==> config.mk <==
export PLATFORM = sky130hd
export DESIGN_NAME = inj_trigger_gen
export DESIGN_NICKNAME = d
export VERILOG_FILES = /design/src/rtl/inj_trig_pkg.sv /design/src/rtl/inj_cfg_shadow.sv /design/src/rtl/inj_state_edge.sv /design/src/rtl/inj_chan.sv /design/src/rtl/inj_trigger_gen.sv
export SDC_FILE = /design/constraint.sdc
export NUM_CORES = 1
export LEC_CHECK = 0
export BUFFER_PORTS_ARGS = -buffer_cell sky130_fd_sc_hd__buf_2
export CAP_MARGIN = 10
export CORE_MARGIN = 5
export CORE_UTILIZATION = 45
export CTS_CLUSTER_SIZE = 14
export DETAILED_ROUTE_END_ITERATION = 10
export PLACE_DENSITY = 0.69
export SYNTH_ARGS = -nofsm -noshare
export SYNTH_HDL_FRONTEND = slang
export SYNTH_SLANG_ARGS = --single-unit
==> constraint.sdc <==
create_clock -name clk -period 1.9 [get_ports clk]
set_input_delay 0.285 -clock clk [delete_from_list [all_inputs] [get_ports clk]]
set_output_delay 0.285 -clock clk [all_outputs]
set_load 0.05 [all_outputs]
==> src/rtl/inj_trig_pkg.sv <==
package inj_trig_pkg;
    timeunit 1ns;
    timeprecision 1ps;

    typedef enum logic [1:0] {
        PH_IDLE = 2'd0,
        PH_WAIT = 2'd1,
        PH_FIRE = 2'd2
    } chan_ph_e;

    function automatic logic below_limit(int unsigned v, int unsigned lim);
        return v < lim;
    endfunction

    function automatic int unsigned max2(int unsigned a, int unsigned b);
        return (a > b) ? a : b;
    endfunction
endpackage

==> src/rtl/inj_cfg_shadow.sv <==
module inj_cfg_shadow #(
    parameter int W = 8
) (
    input  logic         clk,
    input  logic         rst,
    input  logic         ref_tick,
    input  logic [W-1:0] cfg_in,
    output logic [W-1:0] cfg_eff
);
    timeunit 1ns;
    timeprecision 1ps;

    logic [W-1:0] act_q;

    always_ff @(posedge clk) begin
        if (rst)           act_q <= '0;
        else if (ref_tick) act_q <= cfg_in;
    end

    // the boundary cycle already belongs to the new period
    assign cfg_eff = ref_tick ? cfg_in : act_q;
endmodule

==> src/rtl/inj_state_edge.sv <==
module inj_state_edge #(
    parameter int SW = 6
) (
    input  logic          clk,
    input  logic          rst,
    input  logic [SW-1:0] div_state,
    output logic          state_new
);
    timeunit 1ns;
    timeprecision 1ps;

    logic [SW-1:0] prev_q;
    logic          prev_vld;

    always_ff @(posedge clk) begin
        if (rst) begin
            prev_q   <= '0;
            prev_vld <= 1'b0;
        end else begin
            prev_q   <= div_state;
            prev_vld <= 1'b1;
        end
    end

    assign state_new = !prev_vld || (div_state != prev_q);
endmodule

==> src/rtl/inj_chan.sv <==
module inj_chan
    import inj_trig_pkg::*;
#(
    parameter int SW   = 6,
    parameter int DW   = 4,
    parameter int AW   = 5,
    parameter int NDIV = 40,
    parameter int PW   = 3
) (
    input  logic          clk,
    input  logic          rst,
    input  logic          ref_tick,
    input  logic          state_new,
    input  logic [SW-1:0] div_state,
    input  logic          en,
    input  logic [SW-1:0] match,
    input  logic [DW-1:0] dly,
    input  logic [AW-1:0] amp_code,
    output logic          trig,
    output logic [AW-1:0] amp
);
    timeunit 1ns;
    timeprecision 1ps;

    localparam int PCW = $clog2(PW + 1);
    localparam int CW  = int'(max2(DW, PCW));

    chan_ph_e      ph_q;
    logic [CW-1:0] cnt_q;
    logic [AW-1:0] amp_q;
    logic          fired_q;
    logic          hit;
    logic          fired_now;

    assign fired_now = fired_q && !ref_tick;
    assign hit = en && below_limit(32'(match), NDIV) && state_new
              && (div_state == match) && !fired_now;

    always_ff @(posedge clk) begin
        if (rst) begin
            ph_q    <= PH_IDLE;
            cnt_q   <= '0;
            amp_q   <= '0;
            fired_q <= 1'b0;
        end else begin
            fired_q <= hit | fired_now;
            if (hit) begin
                ph_q  <= PH_WAIT;
                cnt_q <= CW'(dly);
                amp_q <= amp_code;
            end else if (ref_tick) begin
                ph_q <= PH_IDLE;
            end else begin
                unique case (ph_q)
                    PH_WAIT: begin
                        if (cnt_q == '0) begin
                            ph_q  <= PH_FIRE;
                            cnt_q <= CW'(PW - 1);
                        end else begin
                            cnt_q <= cnt_q - 1'b1;
                        end
                    end
                    PH_FIRE: begin
                        if (cnt_q == '0) ph_q <= PH_IDLE;
                        else             cnt_q <= cnt_q - 1'b1;
                    end
                    default: ph_q <= PH_IDLE;
                endcase
            end
        end
    end

    assign trig = (ph_q == PH_FIRE) && !ref_tick;
    assign amp  = trig ? amp_q : '0;

    // checker state: pulse seen this period, length of current high run
    logic           seen_q;
    logic [PCW:0]   run_q;
    always_ff @(posedge clk) begin
        if (rst) begin
            seen_q <= 1'b0;
            run_q  <= '0;
        end else begin
            if (ref_tick)  seen_q <= 1'b0;
            else if (trig) seen_q <= 1'b1;
            run_q <= trig ? run_q + 1'b1 : '0;
        end
    end

    p_single_fire_r6: assert property (@(posedge clk) disable iff (rst)
        $rose(trig) |-> !seen_q);
    p_width_limit_r4: assert property (@(posedge clk) disable iff (rst)
        trig |-> (32'(run_q) < PW));
    p_disabled_quiet_r7: assert property (@(posedge clk) disable iff (rst)
        !en |-> !trig);
    p_bad_match_quiet_r8: assert property (@(posedge clk) disable iff (rst)
        !below_limit(32'(match), NDIV) |-> !trig);
    p_amp_steady_r10: assert property (@(posedge clk) disable iff (rst)
        (trig && $past(trig)) |-> $stable(amp));
    p_boundary_low_r5: assert property (@(posedge clk) disable iff (rst)
        ref_tick |-> (amp == '0));
endmodule

==> src/rtl/inj_trigger_gen.sv <==
module inj_trigger_gen #(
    parameter int NCH  = 4,
    parameter int SW   = 6,
    parameter int NDIV = 40,
    parameter int DW   = 4,
    parameter int AW   = 5,
    parameter int PW   = 3
) (
    input  logic              clk,
    input  logic              rst,
    input  logic              ref_tick,
    input  logic [SW-1:0]     div_state,
    input  logic [NCH-1:0]    cfg_en,
    input  logic [NCH*SW-1:0] cfg_match,
    input  logic [NCH*DW-1:0] cfg_dly,
    input  logic [NCH*AW-1:0] cfg_amp,
    output logic [NCH-1:0]    trig,
    output logic [NCH*AW-1:0] amp
);
    timeunit 1ns;
    timeprecision 1ps;

    localparam int CHW  = 1 + SW + DW + AW;
    localparam int CFGW = NCH * CHW;

    logic [CFGW-1:0] cfg_pack;
    logic [CFGW-1:0] cfg_eff;
    logic            state_new;

    inj_state_edge #(.SW(SW)) u_edge (
        .clk       (clk),
        .rst       (rst),
        .div_state (div_state),
        .state_new (state_new)
    );

    inj_cfg_shadow #(.W(CFGW)) u_shadow (
        .clk      (clk),
        .rst      (rst),
        .ref_tick (ref_tick),
        .cfg_in   (cfg_pack),
        .cfg_eff  (cfg_eff)
    );

    for (genvar c = 0; c < NCH; c++) begin : g_ch
        localparam int B = c * CHW;
        assign cfg_pack[B +: CHW] = {cfg_en[c], cfg_match[c*SW +: SW],
                                     cfg_dly[c*DW +: DW], cfg_amp[c*AW +: AW]};

        inj_chan #(
            .SW(SW), .DW(DW), .AW(AW), .NDIV(NDIV), .PW(PW)
        ) u_chan (
            .clk       (clk),
            .rst       (rst),
            .ref_tick  (ref_tick),
            .state_new (state_new),
            .div_state (div_state),
            .en        (cfg_eff[B + CHW - 1]),
            .match     (cfg_eff[B + DW + AW +: SW]),
            .dly       (cfg_eff[B + AW +: DW]),
            .amp_code  (cfg_eff[B +: AW]),
            .trig      (trig[c]),
            .amp       (amp[c*AW +: AW])
        );
    end
endmodule

==> flow_metrics.env <==
export IMPL_start_util_pct=45.43
export IMPL_grt_ovfl_total=0
export IMPL_grt_total_usage_pct=17.90
export IMPL_htree_levels=4
export IMPL_worst_pin_slew_ps=384.6
export IMPL_synth_top_area_share_pct=41.89
export IMPL_crit_path_start_kind="flip-flop"
export IMPL_synth_largest_area_cell="dfxtp_1"
export IMPL_io_buffers=96
export IMPL_finalMaxSlewViolations=0
export IMPL_finalHoldViolCount=0
export IMPL_ff_latch_area_sq_mm=0.002385
export IMPL_dpl_hpwl_microns=8997
export IMPL_drv_cap=0
export IMPL_ant_nets=0
export IMPL_totalWireLength_microns=12610
export IMPL_final_nets=793
export IMPL_internal_power_mw=4.964
export IMPL_die_area_sq_mm=0.01499
export IMPL_chipHeight_microns=122.4
export IMPL_rsz0062_at_grt="yes"
export IMPL_areaGrowthSynthToFinish_pct=30.58
export IMPL_cts_sinks=119
export IMPL_syn_avg_cell_area_sq_um=9.771
export IMPL_diodes=0
export IMPL_async_reset_ff_share_pct=0
export IMPL_clk_latency_ps=410
export IMPL_rows=41
export IMPL_vias=4401
export IMPL_clkTransAtPathRegs_ps=50
export IMPL_clock_tree_root_cell="clkbuf_16"
export IMPL_status="finished, final reports clean"
export IMPL_ir_drop_v=0.0004215
export IMPL_relSlewSlack_pct=74.25
export IMPL_n_fill_cell=1069
export IMPL_hp_class="in -> reg"
export IMPL_power_mw=6.394
export IMPL_grt_start_max_net_pins=50
export IMPL_initialDrtViolationCount=182
export IMPL_pwr_share_seq_pct=41.0
export IMPL_numCtsBuffers=17
export IMPL_cts_tree="yes"
export IMPL_multi_input_area_sq_mm=0.003161
export IMPL_avgRoutedWirePerCell_microns=14.12
export IMPL_synth_seq_cells=119
export IMPL_post_route_period_util_pct=97.30
export IMPL_worst_clock_skew_ps=7.646
export IMPL_tns_ps=0
export IMPL_fp_dieW_microns=122.4
export IMPL_netlist_area_sq_mm=0.005687
export IMPL_combPwrFrac_pct=9.2
export IMPL_synth_distinct_cells=45
export IMPL_p_switching_mw=1.430
export IMPL_dpl_cell_area_sq_mm=0.006579
export IMPL_synth_edf_count=0
export IMPL_drtPass1Iterations=4
export IMPL_drc=0
export IMPL_grt_pass1_wl_microns=21260
export IMPL_pwr_share_clk_pct=49.8
export IMPL_postLayoutCellArea_sq_mm=0.007426
export IMPL_leakage_nw=3.264
export IMPL_fin_ws_ps=51.38
export IMPL_min_period_ps=1849
export IMPL_critPathRequiredTime_ps=2200
export IMPL_ios=97
export IMPL_critPathCaptureType="flip-flop"
export IMPL_syn_num_nets=667
export IMPL_ys_seq_area_share_pct=41.89
export IMPL_core_region_area_sq_mm=0.01252
export IMPL_sw_frac_of_total_pct=22.37
export IMPL_whs_path_depth=3
export IMPL_r2r_cells=6
export IMPL_critical_path_arrival_ps=2150
export IMPL_max_freq_mhz=540.9
export IMPL_grt_pass1_vias=4616
export IMPL_cp_max_fo=11
export IMPL_drive_gt1_share_pct=34.26
export IMPL_max_clock_path_buffers=2
export IMPL_antenna_found_initial=0
export IMPL_cellPowerDensity_mw_per_mm2=861.0
export IMPL_synth_cells=582
export IMPL_synthTopCellsByArea="dfxtp_1, mux2i_1, nor2_1, mux2_4, nor2b_1"
export IMPL_setup_viol=0
export IMPL_yosys_warnings=0
export IMPL_via_per_inst=4.928
export IMPL_gp_congestion=0.8114
export IMPL_crit_type="reg -> reg"
export IMPL_synth_flop_cell="dfxtp_1"
export IMPL_dp_worst_setup_slack_ps=-352.1
==> final timing paths <==
| check | slack [ps] | start | endpoint |
|---|---|---|---|
| worst max register to register | 50 | u_shadow.act_q[42] | g_ch[2].u_chan.amp_q[4] |
| worst min-delay path | 140 | cfg_match[13] | u_shadow.act_q[42] |
| worst max-delay path | 50 | u_shadow.act_q[42] | g_ch[2].u_chan.amp_q[4] |
| worst min register to register | 490 | g_ch[0].u_chan.fired_q | g_ch[0].u_chan.fired_q |
==> layer usage <==
layer | GRT usage, % | vias up | routed length (microns)
met5 | 0 | - | 0
met4 | 7.138 | 0 | 142
met3 | 5.991 | 13 | 712
met2 | 28.58 | 106 | 5983
met1 | 22.32 | 2063 | 5774
li1 | - | 2219 | -
==> timing repair <==
item,CTS,global route
cloned,0,0
hold buffers,0,0
pin swaps,0,1
setup buffers,1,1
gates resized for setup,41,33
endpoints found under the setup margin,44,59
==> placed cells by master (no fill, tap or decap), types with 19 or more instances in the layout <==
master and n:
buf_2 74, a21oi_1 20, mux2i_1 63, inv_1 21
buf_4 48, nor2_1 86, nor2b_1 29, and2_2 19
dfxtp_1 117
==> power by group through the flow <==
stage | sequential (mW) | clock, mW | combinational (mW)
floorplan | 2.66 | 0 | 0.358
global placement | 2.67 | 0 | 0.558
detailed placement | 2.67 | 0 | 0.573
CTS | 2.62 | 3.24 | 0.580
global route | 2.63 | 3.35 | 0.651
finish | 2.62 | 3.19 | 0.586
==> metrics by stage <==
stage	hold slack [ps]	cells	utilization, %
2_1_floorplan	432.2	582	-
3_3_place_gp	465.3	860	52.56
3_5_place_dp	479.0	860	52.56
4_1_cts	125.4	893	58.28
5_1_grt	136.1	893	59.33
6_report	143.4	893	59.33
==> critical path: stages (launching register included) <==
cell and delay, ps:
dfxtp_1 310, nand2b_1 130, mux4_2 490, a21oi_2 170
nand4_2 140, buf_6 190, mux2_4 300
==> synthesized netlist by cell type, types with 14 or more instances <==
cell / instances
a21oi_1: 24
clkbuf_1: 16
mux2_4: 16
mux2i_1: 64
inv_1: 21
mux2_1: 14
nor2b_1: 33
nor2_1: 86
nand2b_1: 17
nand2_1: 18
dfxtp_1: 119
and2_1: 22
xnor2_1: 18
==> cell type report <==
| cell class | count | share of cell area, % |
|---|---|---|
| clock buffer | 23 | 6.167 |
| tap | 172 | 2.898 |
| multi-input combinational | 405 | 42.56 |
| sequential | 119 | 32.11 |
| timing repair buffer | 144 | 13.51 |
| clock inverter | 9 | 1.685 |
| inverter | 21 | 1.061 |
==> registers in the layout (all words and copies together) (netlist names) <==
signal and count:
u_edge.prev_q 6, g_ch.u_chan.ph_q 8, g_ch.u_chan.cnt_q 16, g_ch.u_chan.amp_q 20, u_shadow.act_q 64, u_edge.prev_vld 1, g_ch.u_chan.fired_q 4
==> logic make-up after synthesis <==
kind of cell	Yosys count	synth area share (%)
compound gates	43	4.709
fa+ha+maj	12	2.640
xor+xnor	21	3.234
flops	119	41.89
mux	108	21.91
buf+inv	58	5.105
simple gates	221	20.51
No activity file was read; power rests on OpenSTA's default activity.
